<file path="config.mk">
export PLATFORM = sky130hd
export DESIGN_NAME = key_unlock_guard
export DESIGN_NICKNAME = d
export VERILOG_FILES = /design/src/rtl/key_guard_pkg.sv /design/src/rtl/key_seq_fsm.sv /design/src/rtl/access_gate.sv /design/src/rtl/status_port.sv /design/src/rtl/key_unlock_guard.sv
export SDC_FILE = /design/constraint.sdc
export NUM_CORES = 1
export LEC_CHECK = 0
export BUFFER_PORTS_ARGS = -buffer_cell sky130_fd_sc_hd__buf_2
export CORE_AREA = 2 2 39 41
export CTS_CLUSTER_DIAMETER = 40
export DETAILED_ROUTE_END_ITERATION = 12
export DIE_AREA = 0 0 41 43
export PLACE_DENSITY = 0.61
export SETUP_SLACK_MARGIN = 0.1
export SLEW_MARGIN = 10
export SYNTH_ARGS = -nofsm -noshare
export SYNTH_HDL_FRONTEND = slang
export SYNTH_SLANG_ARGS = --single-unit
export TNS_END_PERCENT = 20
</file>
<file path="constraint.sdc">
create_clock -name clk -period 3.8 [get_ports clk]
set_clock_uncertainty 0.15 [all_clocks]
set_input_delay 1.14 -clock clk [delete_from_list [all_inputs] [get_ports clk]]
set_output_delay 1.14 -clock clk [all_outputs]
set_load 0.005 [all_outputs]
</file>
<file path="src/rtl/key_guard_pkg.sv">
package key_guard_pkg;

    localparam int KEY_W  = 8;
    localparam int STAT_W = 8;
    localparam int N_ACC  = 4;

    typedef enum logic [1:0] {
        GS_WAIT_FIRST  = 2'd0,
        GS_WAIT_SECOND = 2'd1,
        GS_OPEN        = 2'd2,
        GS_DEAD        = 2'd3
    } guard_state_e;

    typedef struct packed {
        logic             wr;
        logic [KEY_W-1:0] data;
    } key_write_t;

    function automatic logic [STAT_W-1:0] code_byte(guard_state_e s);
        logic [STAT_W-1:0] b;
        b = '0;
        b[1:0] = s;
        return b;
    endfunction

endpackage

</file>
<file path="src/rtl/key_seq_fsm.sv">
module key_seq_fsm
    import key_guard_pkg::*;
#(
    parameter logic [KEY_W-1:0] FIRST_KEY  = 8'hA5,
    parameter logic [KEY_W-1:0] SECOND_KEY = 8'hF1
) (
    input  logic         clk,
    input  logic         rst,
    input  key_write_t   kw,
    input  logic         access_any,
    output guard_state_e state
);

    guard_state_e state_q, state_d;

    always_comb begin
        state_d = state_q;
        if (state_q != GS_DEAD) begin
            if (access_any && state_q != GS_OPEN) begin
                state_d = GS_DEAD;
            end else if (kw.wr) begin
                unique case (state_q)
                    GS_WAIT_FIRST:  state_d = (kw.data == FIRST_KEY)  ? GS_WAIT_SECOND : GS_DEAD;
                    GS_WAIT_SECOND: state_d = (kw.data == SECOND_KEY) ? GS_OPEN : GS_DEAD;
                    GS_OPEN:        state_d = GS_WAIT_FIRST;
                    default:        state_d = GS_DEAD;
                endcase
            end
        end
    end

    always_ff @(posedge clk) begin
        if (rst) state_q <= GS_WAIT_FIRST;
        else     state_q <= state_d;
    end

    assign state = state_q;

endmodule

</file>
<file path="src/rtl/access_gate.sv">
module access_gate
    import key_guard_pkg::*;
#(
    parameter int N = N_ACC
) (
    input  guard_state_e state,
    input  logic [N-1:0] req,
    output logic [N-1:0] pass,
    output logic         any_req
);

    logic open_now;
    assign open_now = (state == GS_OPEN);
    assign any_req  = |req;

    for (genvar i = 0; i < N; i++) begin : g_lane
        assign pass[i] = req[i] & open_now;
    end

endmodule

</file>
<file path="src/rtl/status_port.sv">
module status_port
    import key_guard_pkg::*;
(
    input  logic              clk,
    input  logic              rst,
    input  logic              rd,
    input  guard_state_e      state,
    output logic [STAT_W-1:0] rdata,
    output logic              unlocked,
    output logic              disabled
);

    always_ff @(posedge clk) begin
        if (rst)     rdata <= '0;
        else if (rd) rdata <= code_byte(state);
    end

    assign unlocked = (state == GS_OPEN);
    assign disabled = (state == GS_DEAD);

endmodule

</file>
<file path="src/rtl/key_unlock_guard.sv">
module key_unlock_guard
    import key_guard_pkg::*;
#(
    parameter logic [KEY_W-1:0] FIRST_KEY  = 8'hA5,
    parameter logic [KEY_W-1:0] SECOND_KEY = 8'hF1
) (
    input  logic              clk,
    input  logic              rst,
    input  logic              key_wr,
    input  logic [KEY_W-1:0]  key_wdata,
    input  logic              key_rd,
    input  logic              adr_rd,
    input  logic              adr_wr,
    input  logic              dat_rd,
    input  logic              dat_wr,
    output logic              adr_rd_ok,
    output logic              adr_wr_ok,
    output logic              dat_rd_ok,
    output logic              dat_wr_ok,
    output logic              unlocked,
    output logic              disabled,
    output logic [STAT_W-1:0] key_status
);

    guard_state_e     state;
    key_write_t       kw;
    logic [N_ACC-1:0] req, pass;
    logic             access_any;
    logic [1:0]       state_code;

    assign kw.wr      = key_wr;
    assign kw.data    = key_wdata;
    assign req        = {dat_wr, dat_rd, adr_wr, adr_rd};
    assign state_code = state;

    key_seq_fsm #(
        .FIRST_KEY  (FIRST_KEY),
        .SECOND_KEY (SECOND_KEY)
    ) u_fsm (
        .clk        (clk),
        .rst        (rst),
        .kw         (kw),
        .access_any (access_any),
        .state      (state)
    );

    access_gate #(.N(N_ACC)) u_gate (
        .state   (state),
        .req     (req),
        .pass    (pass),
        .any_req (access_any)
    );

    status_port u_stat (
        .clk      (clk),
        .rst      (rst),
        .rd       (key_rd),
        .state    (state),
        .rdata    (key_status),
        .unlocked (unlocked),
        .disabled (disabled)
    );

    assign {dat_wr_ok, dat_rd_ok, adr_wr_ok, adr_rd_ok} = pass;

endmodule

</file>
== After elaboration in Yosys (flattened, before gate mapping) ==
Index checks and enable logic that the tools add are counted.

* Register bits: 4
* Bits of input ports: 16
* Output and inout port bits: 14
* Logic and storage cells: 23

* Equality and inequality tests: 7
* Multiplexer cells: 5
* Bitwise gates (word level): 4
* Reduce and logical (&&, ||, !) cells: 5

{| class="wikitable"
|+ Operators by type and width
! operator !! number
|-
| equality test 8 bit, second input constant || 2
|-
| two-way mux 2 bit || 3
|-
| case mux 2 bit (3 select lines) || 1
|-
| AND 1 bit || 4
|-
| equality test 2 bit, second input constant || 2
|-
| inequality test 2 bit, second input constant || 2
|-
| OR reduction 4 bit || 1
|-
| equality test 2 x 1 -> 1 bit, second input constant || 1
|-
| logical NOT 2 bit || 1
|-
| AND reduction 2 bit || 1
|-
| nonzero test 2 bit || 1
|-
| logical AND 1 bit || 1
|-
| two-way mux 1 bit || 1
|}

== Logic depth before layout (Yosys ltp) ==
* Depth in word-level cells: 5
* Gate-level depth with buffers: 3

== Cells and area by module ==
From an unflattened synthesis, not the netlist that was laid out.

* Cells, all modules: 33
* Area, all modules: 304.0 um^2

{| class="wikitable"
|+ Modules (own cells, without submodules)
! module !! instances !! cells an instance !! area an instance (um^2) !! sequential area each (um^2)
|-
| key_seq_fsm || 1 || 13 || 131.4 || 40.0
|-
| status_port || 1 || 15 || 128.9 || 40.0
|-
| access_gate || 1 || 5 || 43.8 || 0.0
|}

== Worst setup path before layout ==
OpenSTA, ideal clock, no wires.

* Path kind: input-to-output
* Start point: input port adr_rd
* End point: output port adr_rd_ok
* Arrival: 1293 ps
* Required time: 2510 ps
* Setup slack: 1217 ps
* Stages: 1
* Cell sequence: and2_2

* Cells in the longest elaborated chain, start to end: 1

{| class="wikitable"
|+ Ends and longest elaborated chain
! item !! RTL line !! text
|-
| start, declared || key_unlock_guard.sv:12 || <nowiki>input logic adr_rd,</nowiki>
|-
| AND 1 bit || access_gate.sv:17 || <nowiki>assign pass[i] = req[i] & open_now;</nowiki>
|-
| end, declared || key_unlock_guard.sv:16 || <nowiki>output logic adr_rd_ok,</nowiki>
|}

Every way passes these cells.

== Final worst setup path ==
Same ends and word-level chain as after synthesis.

==> out/metrics.yaml <==
cts:
  clock-root-buffer: "clkbuf_4"
  postCtsHoldBufs: 0
  clk_path_buf_depth: 2
  postCtsSetupBuffers: 0
  path_clk_slew_ns: 0.03
  insertion_delay_ns: 0.23
  post_cts_resize_count: 0
  cts_tree: "yes"
  cts_sinks: 4
  htreeDepth: 1
  cts_buffers: 3
grt:
  grt_usage: 0.07422
  grt-ovfl-total: 0
  grt_pass1_vias: 255
  antenna_found_initial: 0
  grt_max_degree: 8
  grt_pass1_wl_um: 855
critical_path:
  startpoint_type: "primary input"
  r2r_cells: 3
  crit_arrival_ns: 1.54
  rrSetupSlack_ns: 2.61
  crit_path_end_kind: "output pin"
  critPathKind: "primary input to output pin"
  required_ns: 2.51
  path_max_fanout: 2
power:
  p_seq_frac: 0.375
  power_frac_comb: 0.232
  power.switching_mw: 0.03110
  power_leakage_nw: 0.2347
  cellPowerDensity_nw_per_um2: 296.0
  p_int_mw: 0.09705
  p_sw_frac: 0.2427
  peakVddDrop_mv: 0.1092
  clkPwrFrac: 0.392
yosys:
  ys_ff_latch: 4
  netlist.area_leader.share: 0.2656
  syn_avg_cell_area_um2: 9.138
  synthTopCellsByCount: "6 x buf_4, 5 x and2_2, 5 x nor2_1"
  yosysMostFrequentCell: "buf_4"
  synth.area.top_cells: "dfxtp_1 27%, buf_4 15%, and2_2 12%"
  yosysSeqAreaShare: 0.2656
  syn_inst: 33
  synth_ff_type: "dfxtp_1"
  synth_edf_count: 0
  ys_warn_count: 0
  synth_top_area_cell: "dfxtp_1"
  ys_async_sr_fraction: 0
  netlist_area_um2: 301.5
  synth_cell_types: 16
layout:
  multiInputGateArea_um2: 195.2
  seqCellArea_um2: 80.08
  layout-drive-gt1-share: 0.5862
  fillers: 162
  area_delta_synth_final_pct: 43.57
  final_area_um2: 432.9
  layout.nets: 76
  antenna_cells: 0
hold_path:
  min_path_type: "register to register"
  min_path_cells: 2
run:
  max-cap-violations: 0
timing:
  holdWs_ns: 0.3407
  max_freq_mhz: 353.7
  setup_viol: 0
  rsz0062_at_grt: "no"
  hold_viol: 0
  slew_viol_final: 0
  final.period_utilization: 0.7441
  min_period_ns: 2.827
  tns_ns: 0
route:
  routed_wl_um: 688
  dr.pass1.iters: 1
  via_per_inst: 4.162
  drc: 0
  ant_nets: 0
  initialDrtViolationCount: 0
  vias: 308
  post_drt_wl_per_cell_um: 9.297
floorplan:
  fp.dieH_um: 43
  io_pins: 30
  die_w_um: 41
  initial_core_util: 0.2179
  core-area_um2: 1384
  rows: 14
  die-area_um2: 1763
placement:
  hpwl_um: 598.8
  dpl-instance-area_um2: 410.4
  gp_congestion: 0.6275
  io_buffers: 23
status:
  status: "finished clean"
## layer usage
layer	routed length [µm]	track usage
met5	0	0
met1	229	0.05449
met4	0	0.06000
met2	338	0.1281
met3	121	0.03665
## kinds of logic after synthesis
logic type,count (synthesis),share of synthesized area
AO/OA/AOI/OAI,4,0.1120
buffers and inverters,6,0.1494
flip-flops,4,0.2656
multiplexers,2,0.06639
other,1,0.01244
AND/OR/NAND/NOR,16,0.3942
## critical path, cell delays in order
cell and delay [ns]:
buf_2 0.12, and2_2 0.16, buf_2 0.12
## metrics by stage
stage | util | power, mW | setup WS, ns | cells
global route | 0.3128 | 0.1380 | 0.9513 | 74
global placement | 0.2966 | 0.07817 | 0.9754 | 71
floorplan | - | 0.06620 | 1.217 | 38
CTS | 0.3128 | 0.1328 | 0.9710 | 74
finish | 0.3128 | 0.1281 | 0.9725 | 74
detailed placement | 0.2966 | 0.07897 | 0.9709 | 71
## cells in the final DEF, fill, tap and decap left out
cell type	synthesis	final
nor4b_1	1	1
buf_2	0	23
and4b_1	1	1
clkbuf_4	0	3
nor4bb_1	1	1
nor4_4	1	1
and2_2	5	5
a221o_1	1	1
nor2_1	5	5
nor2b_2	1	1
a41oi_1	1	1
mux2i_1	2	2
a21oi_1	1	1
a211o_2	1	1
nand2_1	1	1
conb_1	1	6
dfxtp_1	4	4
## worst paths after layout
kind,start,to
max,adr_rd,adr_rd_ok
min,u_stat.rdata[1],u_stat.rdata[1]
max reg2reg,u_fsm.state[1],u_fsm.state[1]
min reg2reg,u_stat.rdata[1],u_stat.rdata[1]
## cell type report
type,count,share of cell area
clock buffers,3,0.05202
multi-input cells,28,0.4509
flip-flops and latches,4,0.1850
well taps,16,0.04624
repair buffers,23,0.2659
## state kept, by name (all words and copies together), names as in the netlist
name          count
u_stat.rdata      2
u_fsm.state       2
## power groups by stage
| stage | clock (mW) | combinational [mW] | sequential [mW] |
|---|---|---|---|
| final | 0.0503 | 0.0298 | 0.0481 |
| after global routing | 0.0559 | 0.0336 | 0.0485 |
| after CTS | 0.0544 | 0.0303 | 0.0481 |
| after detailed placement | 0 | 0.0302 | 0.0488 |
| after global placement | 0 | 0.0294 | 0.0488 |
| after floorplan | 0 | 0.0179 | 0.0483 |
Power figures use the tool's default switching activity.
